--- src/rtl/irq_cascade_pkg.sv ---
package irq_cascade_pkg;

    localparam int REG_W      = 32;
    localparam int ADDR_W     = 3;
    localparam int GROUP_W    = 8;
    localparam int NUM_GROUPS = REG_W / GROUP_W;
    localparam int SUM_LSB    = 24;
    localparam int VEC_NUM_W  = 7;
    localparam int BANK_IDX_W = $clog2(REG_W);

    localparam logic [REG_W-1:0] LO_QUAL     = 32'h3DFF_FFFE;
    localparam logic [REG_W-1:0] HI_QUAL     = 32'h0F00_0DB7;
    localparam logic [REG_W-1:0] SUM_FIELD   = {{(REG_W-SUM_LSB-NUM_GROUPS){1'b0}},
                                                {NUM_GROUPS{1'b1}}, {SUM_LSB{1'b0}}};
    localparam logic [REG_W-1:0] HI_MASK_RST = SUM_FIELD;

    typedef enum logic [ADDR_W-1:0] {
        A_LO_CAUSE   = 3'd0,
        A_HI_CAUSE   = 3'd1,
        A_LO_MASK    = 3'd2,
        A_HI_MASK    = 3'd3,
        A_PORT_CAUSE = 3'd4,
        A_PORT_MASK  = 3'd5,
        A_VECTOR     = 3'd6
    } reg_addr_e;

    typedef struct packed {
        logic                 valid;
        logic [VEC_NUM_W-1:0] num;
    } vector_t;

endpackage

--- src/rtl/irq_port_capture.sv ---
module irq_port_capture #(
    parameter int WIDTH       = 32,
    parameter int SYNC_STAGES = 2
) (
    input  logic             clk,
    input  logic             rst_n,
    input  logic [WIDTH-1:0] pin,
    input  logic             clr_en,
    input  logic [WIDTH-1:0] clr_keep,
    output logic [WIDTH-1:0] cause
);

    logic [WIDTH-1:0] sync_q [SYNC_STAGES];
    logic [WIDTH-1:0] last_q;
    logic [WIDTH-1:0] rise;
    logic [WIDTH-1:0] keep;

    always_ff @(posedge clk or negedge rst_n) begin
        if (!rst_n) sync_q[0] <= '0;
        else        sync_q[0] <= pin;
    end

    for (genvar s = 1; s < SYNC_STAGES; s++) begin : g_sync
        always_ff @(posedge clk or negedge rst_n) begin
            if (!rst_n) sync_q[s] <= '0;
            else        sync_q[s] <= sync_q[s-1];
        end
    end

    always_ff @(posedge clk or negedge rst_n) begin
        if (!rst_n) last_q <= '0;
        else        last_q <= sync_q[SYNC_STAGES-1];
    end

    assign rise = sync_q[SYNC_STAGES-1] & ~last_q;
    assign keep = clr_en ? clr_keep : '1;

    // a new edge wins over a clearing write in the same cycle
    always_ff @(posedge clk or negedge rst_n) begin
        if (!rst_n) cause <= '0;
        else        cause <= (cause & keep) | rise;
    end

endmodule

--- src/rtl/irq_lowest_enc.sv ---
module irq_lowest_enc #(
    parameter int WIDTH = 32,
    localparam int IDX_W = $clog2(WIDTH)
) (
    input  logic [WIDTH-1:0] vec,
    output logic             found,
    output logic [IDX_W-1:0] idx
);

    always_comb begin
        idx = '0;
        for (int i = WIDTH - 1; i >= 0; i--) begin
            if (vec[i]) idx = IDX_W'(i);
        end
        found = |vec;
    end

endmodule

--- src/rtl/irq_cascade_ctrl.sv ---
module irq_cascade_ctrl
    import irq_cascade_pkg::*;
#(
    parameter int SYNC_STAGES = 2
) (
    input  logic              clk,
    input  logic              rst_n,
    input  logic [REG_W-1:0]  lo_src,
    input  logic [REG_W-1:0]  hi_src,
    input  logic [REG_W-1:0]  port_in,
    input  logic              reg_wen,
    input  logic [ADDR_W-1:0] reg_addr,
    input  logic [REG_W-1:0]  reg_wdata,
    output logic [REG_W-1:0]  reg_rdata,
    output logic              cpu_irq
);

    logic [REG_W-1:0] lo_mask_q, hi_mask_q, port_mask_q;
    logic [REG_W-1:0] port_cause;
    logic [REG_W-1:0] port_qual, port_sel, grp_en_bits;
    logic [REG_W-1:0] hi_cause, lo_qual, hi_qual, hi_direct;
    logic [NUM_GROUPS-1:0] summary;
    logic lo_found, hi_found, port_found;
    logic [BANK_IDX_W-1:0] lo_idx, hi_idx, port_idx;
    vector_t vec;
    logic vec_valid;
    logic [VEC_NUM_W-1:0] vec_num;
    reg_addr_e addr_e;

    assign addr_e = reg_addr_e'(reg_addr);

    // mask registers
    always_ff @(posedge clk or negedge rst_n) begin
        if (!rst_n) begin
            lo_mask_q   <= '0;
            hi_mask_q   <= HI_MASK_RST;
            port_mask_q <= '0;
        end else if (reg_wen) begin
            if (addr_e == A_LO_MASK)   lo_mask_q   <= reg_wdata;
            if (addr_e == A_HI_MASK)   hi_mask_q   <= reg_wdata;
            if (addr_e == A_PORT_MASK) port_mask_q <= reg_wdata;
        end
    end

    irq_port_capture #(
        .WIDTH      (REG_W),
        .SYNC_STAGES(SYNC_STAGES)
    ) u_capture (
        .clk     (clk),
        .rst_n   (rst_n),
        .pin     (port_in),
        .clr_en  (reg_wen && addr_e == A_PORT_CAUSE),
        .clr_keep(reg_wdata),
        .cause   (port_cause)
    );

    // cascade: one summary bit and one enable per group of port bits
    assign port_qual = port_cause & port_mask_q;
    for (genvar g = 0; g < NUM_GROUPS; g++) begin : g_group
        assign summary[g] = |port_qual[g*GROUP_W +: GROUP_W];
        assign grp_en_bits[g*GROUP_W +: GROUP_W] = {GROUP_W{hi_mask_q[SUM_LSB+g]}};
    end
    assign port_sel = port_qual & grp_en_bits;

    assign hi_cause  = (hi_src & ~SUM_FIELD)
                     | ({{(REG_W-NUM_GROUPS){1'b0}}, summary} << SUM_LSB);
    assign lo_qual   = lo_src & lo_mask_q & LO_QUAL;
    assign hi_qual   = hi_cause & hi_mask_q & HI_QUAL;
    assign hi_direct = hi_qual & ~SUM_FIELD;

    assign cpu_irq = (|lo_qual) | (|hi_qual);

    irq_lowest_enc #(.WIDTH(REG_W)) u_enc_lo (
        .vec(lo_qual), .found(lo_found), .idx(lo_idx));
    irq_lowest_enc #(.WIDTH(REG_W)) u_enc_hi (
        .vec(hi_direct), .found(hi_found), .idx(hi_idx));
    irq_lowest_enc #(.WIDTH(REG_W)) u_enc_port (
        .vec(port_sel), .found(port_found), .idx(port_idx));

    // low bank first, then high, then the port bank
    always_comb begin
        vec = '0;
        if (lo_found)
            vec = '{valid: 1'b1, num: VEC_NUM_W'(lo_idx)};
        else if (hi_found)
            vec = '{valid: 1'b1, num: VEC_NUM_W'(REG_W) + VEC_NUM_W'(hi_idx)};
        else if (port_found)
            vec = '{valid: 1'b1, num: VEC_NUM_W'(2*REG_W) + VEC_NUM_W'(port_idx)};
    end
    assign vec_valid = vec.valid;
    assign vec_num   = vec.num;

    always_ff @(posedge clk or negedge rst_n) begin
        if (!rst_n) begin
            reg_rdata <= '0;
        end else begin
            unique case (addr_e)
                A_LO_CAUSE:   reg_rdata <= lo_src;
                A_HI_CAUSE:   reg_rdata <= hi_cause;
                A_LO_MASK:    reg_rdata <= lo_mask_q;
                A_HI_MASK:    reg_rdata <= hi_mask_q;
                A_PORT_CAUSE: reg_rdata <= port_cause;
                A_PORT_MASK:  reg_rdata <= port_mask_q;
                A_VECTOR:     reg_rdata <= {{(REG_W-VEC_NUM_W-1){1'b0}}, vec};
                default:      reg_rdata <= '0;
            endcase
        end
    end

endmodule

--- config.mk ---
export PLATFORM = sky130hd
export DESIGN_NAME = irq_cascade_ctrl
export DESIGN_NICKNAME = d
export VERILOG_FILES = /design/src/rtl/irq_cascade_pkg.sv /design/src/rtl/irq_port_capture.sv /design/src/rtl/irq_lowest_enc.sv /design/src/rtl/irq_cascade_ctrl.sv
export SDC_FILE = /design/constraint.sdc
export NUM_CORES = 1
export LEC_CHECK = 0
export BUFFER_PORTS_ARGS = -buffer_cell sky130_fd_sc_hd__clkbuf_2
export CAP_MARGIN = 40
export CORE_MARGIN = 2
export CORE_UTILIZATION = 30
export DETAILED_ROUTE_END_ITERATION = 10
export HOLD_SLACK_MARGIN = 0.1
export PLACE_DENSITY = 0.51
export SLEW_MARGIN = 0
export SYNTH_ARGS = -nofsm -noshare
export SYNTH_HDL_FRONTEND = slang
export SYNTH_SLANG_ARGS = --single-unit
export TNS_END_PERCENT = 100
--- constraint.sdc ---
create_clock -name clk -period 1.9 [get_ports clk]
set_clock_uncertainty 0.15 [all_clocks]
set_input_delay 0.38 -clock clk [delete_from_list [all_inputs] [get_ports clk]]
set_output_delay 0.38 -clock clk [all_outputs]
set_load 0.005 [all_outputs]
==> out/qor.txt, run 1 <==
initial antenna violation count -> 1
final period utilization -> 144%
layout cell share with drive strength beyond 1 -> 43.1%
Yosys top cell area share -> 60.1%
Hold Path Class -> in -> reg
Crit Path Max Fanout -> 3
RSZ-0062 raised after global routing -> yes
routability cong. -> 0.845
die area -> 36500 µm²
largest family of logic cells by synthesized area -> compound AO/OA/AOI/OAI gates
Post-Route WL -> 35800 µm
TritonRoute pass-1 iters -> 5
Post-DP Area -> 13800 µm²
Cell variety after synth -> 55
Req. time, crit path -> 1.37 ns
DP HPWL -> 26300 µm
starting density of the core -> 30.5%
Core Region -> 34500 µm²
top-count cell post-synth -> dfrtp_1
CTS sink cnt -> 256
initial drt markers -> 587
xor/xnor cell area share of the yosys netlist -> 0%
critical path data arrival time -> 2.20 ns
max-slew violation count -> 0
Leak -> 7.46 nW
Nets -> 1520
area leader, netlist -> dfrtp_1
GRT overflow -> 0
flops & latches, synth -> 256
first-pass GRT wire length -> 55500 µm
Total Routing Usage GR -> 20.0%
DIE HEIGHT -> 191 µm
Max-Cap Viols -> 0
Synth Area in Compound Gates -> 17.9%
Synth Area per Inst -> 12.3 µm²
YS warnings -> 0
Synth async-reset ratio -> 100%
Synth Net Count -> 990
cells taking the most area after synthesis -> dfrtp_1 (60%), mux2_2 (10%), a22oi_1 (7.5%)
worst-skew pair later-pin latency -> 0.56 ns
vias in the first global route -> 9550
Reg clk slew, reported paths -> 0.06 ns
Post-DRT Antenna Nets -> 0
vias -> 9172
largest net degree at the start of global routing -> 48
CTS max path bufs -> 3
Seq/Total Area, Yosys -> 61.1%
final hold slack -> 0.125 ns
Final setup viols -> 9
H-Tree Depth -> 1
I/O Buffers -> 162
maximum VDD drop -> 0.000656 V
CTS tree -> built
run status -> finished with violations
fin util -> 46.8%
Startpoint Class -> flip-flop
slew of the pin with the lowest slew margin -> 0.515 ns
Primary FF master, synth -> dfrtp_1
Synth Area in Adders -> 0%
FMAX -> 367 MHz
DR vias/cell -> 4.93
multiplexer share of the synthesized area -> 10.8%
IO Count -> 167
Mapped Area -> 10500 µm²
chip width -> 191 µm
slew margin rel. -> 65.7%
area added between synthesis and finish -> 53.8%
Synth Area in Simple Gates -> 7.37%
CP Capture Type -> output port
Post-synth top cells -> dfrtp_1 (252), a22oi_1 (105), mux2_2 (95), o21ai_0 (74), nand2_1 (73)
design area -> 16100 µm²
Hold Fails Final Rpt -> 0
Row Count -> 68
Remaining DRCs -> 0
critical path class -> reg -> out
Root Driver -> clkbuf_16
PwrDens -> 1010 nW/µm²
clock buffer count from CTS -> 29
failing checks -> setup timing
Fillers -> 3219
Final min period -> 2.73 ns
n_diodes -> 0
Post-synth EDFFs -> 0
Syn Inst Count -> 856
final worst slack -> -0.828 ns
DR WL/cell -> 19.2 µm
[registers in the layout, indices dropped and copies added (netlist names)]
name / cells
u_capture.last_q: 32
u_capture.cause: 32
hi_mask_q: 32
port_mask_q: 32
u_capture.sync_q: 64
lo_mask_q: 32
reg_rdata: 32
[what timing repair did]
item,in CTS,in global routing
endpoints found under the setup margin,9,14
buffers inserted,5,5
hold buffers,116,0
hold endpoints to repair,440,0
resized for setup,16,21
pin swaps,8,14
[power by group]
| group | total, mW | internal [mW] | switching, mW | leakage [nW] |
|---|---|---|---|---|
| registers | 6.57 | 6.17 | 0.406 | 2.96 |
| logic | 3.96 | 2.14 | 1.82 | 4.01 |
| clock network | 5.73 | 3.52 | 2.21 | 0.491 |
[placed cells by master (no fill, tap or decap), drive strengths merged, types with 3 or more instances in the layout]
cell type	count
a222oi	4
and3	3
a32oi	6
nand2	73
a21oi	18
nand4	13
o31ai	3
dfrtp	252
dlygate4sd3	116
a32o	4
nor2	17
a22o	17
mux2i	4
o21ai	76
inv	39
o211ai	6
a31oi	7
o221ai	3
a22oi	106
a221oi	6
buf	259
clkbuf	207
dfstp	4
mux2	97
and2	6
nand3	32
nor3	3
[cells by family (layout without fill, tap and decap cells)]
family / after synthesis / after routing
and+or+nand+nor: 157 / 157
DFF: 256 / 256
muxes: 101 / 101
AOI/OAI and AO/OA: 268 / 268
buffers and inverters: 74 / 625
[per-stage QoR]
step	power (mW)	TNS, ns	worst slack [ns]	instances
6_report	16.3	-3.29	-0.828	1862
5_1_grt	17.1	-4.36	-0.972	1862
4_1_cts	16.4	-2.96	-0.816	1857
3_5_place_dp	10.3	-25.41	-0.444	1684
3_3_place_gp	10.3	-24.91	-0.442	1684
2_1_floorplan	8.11	-0.101	-0.0450	856
[metal layers]
metal	GRT usage, %	share of wire (%)
met5	0	0.031
met4	5.22	2.2
met3	3.56	5.2
met2	31.8	46
met1	28.1	46
[layout make-up]
type                    instances  area (µm²)  share of cell area (%)
repair buffers                535        4100                    25.4
well taps                     455         569                    3.53
flip-flops and latches        256        6410                    39.7
clock inverters                 5        78.8                   0.489
inverters                      38         143                   0.884
clock buffers                  47         913                    5.66
multi-input cells             526        3920                    24.3
[critical path, stage by stage, from the launching register on]
cell	delay (ns)
dfrtp_1	0.38
a22o_1	0.33
nor3b_2	0.37
nand4_4	0.16
inv_2	0.08
nand4_1	0.13
buf_2	0.18
[worst paths after layout]
| check | endpoint | slack (ns) | startpoint | depth (start not counted) |
|---|---|---|---|---|
| max reg2reg | reg_rdata[1]$_DFF_PN0_ | -0.46 | lo_mask_q[6]$_DFFE_PN0P_ | 10 |
| max | cpu_irq | -0.83 | lo_mask_q[6]$_DFFE_PN0P_ | 6 |
| min reg2reg | u_capture.sync_q[0]$_DFF_PN0_ | 0.19 | u_capture.sync_q[32]$_DFF_PN0_ | 0 |
| max in group asynchronous | u_capture.sync_q[31]$_DFF_PN0_ | 0.81 | rst_n | 3 |
| min in group asynchronous | u_capture.sync_q[42]$_DFF_PN0_ | 0.17 | rst_n | 2 |
| min | reg_rdata[22]$_DFF_PN0_ | 0.13 | lo_src[22] | 4 |
No activity file was read; power rests on OpenSTA's default activity.
==> run 2, diff against run 1 <==
--- a/config.mk
+++ b/config.mk
@@ -11,7 +11,9 @@
 export CORE_UTILIZATION = 30
 export DETAILED_ROUTE_END_ITERATION = 10
 export HOLD_SLACK_MARGIN = 0.1
+export MAX_ROUTING_LAYER = met4
 export PLACE_DENSITY = 0.51
+export RECOVER_POWER = 25
 export SLEW_MARGIN = 0
 export SYNTH_ARGS = -nofsm -noshare
 export SYNTH_HDL_FRONTEND = slang
==> run 2 against run 1 <==
  * The flow finishes with violations (capacitance limit, slew limit, setup timing)
  * Design area hardly changed
  * Sequential power hardly changed
  * Combinational power is 3% higher
  * Hold slack better by 0.013 ns
  * Power is 2.3% higher
  * Count of clock-buffer cells in the layout is 9 lower
  * Die area stayed put
  * Via count is 0.26% higher
  * Critical path type unchanged
  * Critical endpoint unchanged
  * Largest power group unchanged
  * Highest routed layer is now met4
==> out/qor.txt, run 2 (synthesis gave the netlist of run 1 again) <==
final worst slack -> -0.831 ns (was -0.828 ns)
vias in the first global route -> 9506 (was 9550)
max-slew violation count -> 46 (was 0)
slew of the pin with the lowest slew margin -> 1.61 ns (was 0.515 ns)
Final setup viols -> 81 (was 9)
Nets -> 1522 (was 1520)
PwrDens -> 1030 nW/µm² (was 1010 nW/µm²)
Final min period -> 2.73 ns (about the same)
maximum VDD drop -> 0.000818 V (was 0.000656 V)
final period utilization -> 144% (about the same)
DP HPWL -> 26300 µm (about the same)
I/O Buffers -> 162 (unchanged)
Crit Path Max Fanout -> 3 (unchanged)
commonest cells after routing, fill and taps aside -> dfrtp_1 (252), buf_4 (243), clkbuf_2 (162) (was dfrtp_1 (251), buf_4 (237), clkbuf_2 (160))
fin util -> 46.9% (was 46.8%)
routability cong. -> 0.858 (was 0.845)
layout cell share with drive strength beyond 1 -> 43.2% (was 43.1%)
Post-DRT Antenna Nets -> 0 (unchanged)
run status -> finished with violations (unchanged)
Max-Cap Viols -> 1 (was 0)
IO Count -> 167 (unchanged)
FF-to-FF Start -> lo_mask_q[24]$_DFFE_PN0P_ (was lo_mask_q[6]$_DFFE_PN0P_)
CP max stage delay -> 0.38 ns (about the same)
CTS tree -> built (unchanged)
initial drt markers -> 607 (was 587)
Fillers -> 3263 (was 3219)
CP cell instances -> a222oi_1 > buf_4 > and3_4 > nand4_4 > inv_2 > nand4_1 > clkbuf_2 (was a22o_1 > nor3b_2 > nand4_4 > inv_2 > nand4_1 > buf_2)
Post-Route WL -> 36000 µm (was 35800 µm)
DR vias/cell -> 4.93 (about the same)
RSZ-0062 raised after global routing -> yes (unchanged)
DIE HEIGHT -> 191 µm (unchanged)
first-pass GRT wire length -> 55700 µm (was 55500 µm)
CP Capture Type -> output port (unchanged)
Remaining DRCs -> 0 (unchanged)
critical path class -> reg -> out (unchanged)
failing checks -> capacitance limit, slew limit, setup timing (was setup timing)
Hold Path Class -> in -> reg (unchanged)
worst hold start -> hi_src[0] (was lo_src[22])
CTS sink cnt -> 256 (unchanged)
Root Driver -> clkbuf_16 (unchanged)
largest net degree at the start of global routing -> 51 (was 48)
Leak -> 7.48 nW (was 7.46 nW)
Startpoint Class -> flip-flop (unchanged)
slew margin rel. -> -7.20% (was 65.7%)
H-Tree Depth -> 1 (unchanged)
CP max-delay cell -> dfrtp_1 (unchanged)
Place WS -> -0.461 ns (was -0.444 ns)
starting density of the core -> 30.5% (unchanged)
DR WL/cell -> 19.3 µm (was 19.2 µm)
TritonRoute pass-1 iters -> 5 (unchanged)
worst-skew pair later-pin latency -> 0.57 ns (was 0.56 ns)
area added between synthesis and finish -> 53.9% (was 53.8%)
Req. time, crit path -> 1.37 ns (about the same)
die area -> 36500 µm² (unchanged)
Top reg by flops -> u_capture.sync_q (unchanged)
Row Count -> 68 (unchanged)
initial antenna violation count -> 1 (unchanged)
Reg clk slew, reported paths -> 0.06 ns (about the same)
Total Routing Usage GR -> 20.7% (was 20.0%)
Core Region -> 34500 µm² (unchanged)
crit path from -> lo_mask_q[24]$_DFFE_PN0P_ (was lo_mask_q[6]$_DFFE_PN0P_)
clock buffer count from CTS -> 29 (unchanged)
GRT overflow -> 0 (unchanged)
CTS max path bufs -> 3 (unchanged)
Reg2Reg Setup Slack -> -0.40 ns (was -0.46 ns)
FMAX -> 366 MHz (was 367 MHz)
critical path data arrival time -> 2.20 ns (about the same)
commonest non-fill, non-tap cell in the layout -> dfrtp_1 (unchanged)
vias -> 9196 (was 9172)
max reg flops -> 64 (unchanged)
Hold Fails Final Rpt -> 0 (unchanged)
chip width -> 191 µm (unchanged)
[run 2: timing repair]
| action | 4_1_cts | 5_1_grt |
|---|---|---|
| pin swaps | 7 | 12 |
| setup buffers | 5 | 6 |
| endpoints found under the setup margin | 9 | 26 |
| resized for setup | 14 | 18 |
| endpoints found under the hold margin | 442 | 0 |
| hold buffers | 115 | 0 |
[run 2: path summary, 6_finish.rpt]
kind / endpoint / depth (start not counted)
max in group asynchronous: u_capture.sync_q[34]$_DFF_PN0_ / 3
min: reg_rdata[0]$_DFF_PN0_ / 4
max: cpu_irq / 7
min in group asynchronous: u_capture.sync_q[45]$_DFF_PN0_ / 2
max reg2reg: reg_rdata[1]$_DFF_PN0_ / 8
min reg2reg: u_capture.sync_q[29]$_DFF_PN0_ / 0
[run 2: area by class of cell]
type / instances / area (µm²) / share of cell area (%)
diodes: 1 / 2.50 / 0.0155
clock buffers: 38 / 820 / 5.08
clock inverters: 16 / 215 / 1.33
inverters: 38 / 143 / 0.884
well taps: 455 / 569 / 3.53
multi-input cells: 526 / 3910 / 24.2
repair buffers: 537 / 4070 / 25.2
flip-flops and latches: 256 / 6410 / 39.7
[run 2: stage by stage]
stage	hold slack [ns]	TNS (ns)	total power, mW	cell area, µm²	cells
finish	0.138	-3.50	16.6	16100	1867
floorplan	-0.0656	-0.101	8.11	10500	856
detailed placement	0.185	-23.10	10.4	13800	1687
CTS	0.106	-3.14	16.7	16000	1861
global placement	0.183	-21.22	10.3	13800	1687
global route	0.127	-45.92	17.5	16100	1867
[run 2: power by group]
| group | switching, mW | internal [mW] | leakage [nW] |
|---|---|---|---|
| sequential | 0.412 | 6.17 | 2.96 |
| clock | 2.30 | 3.70 | 0.515 |
| combinational | 1.84 | 2.22 | 4.00 |
[run 2: worst max-delay path, delay by kind of cell (launching register included)]
kind | cells | cell delay [ns]
AOI/OAI and AO/OA | 1 | 0.37
and+or+nand+nor | 3 | 0.46
buffers and inverters | 3 | 0.44
DFF | 1 | 0.38
[run 2: routing by layer]
layer  share of wire (%)  GRT usage [%]  vias up  wire (µm)
met1                  46           28.1     4579      16600
met4                 2.4           5.55        0        880
met2                  46           31.5      276      16400
li1                    -              -     4284          -
met3                 6.0           4.24       57       2160
met5                   0              -        -          0
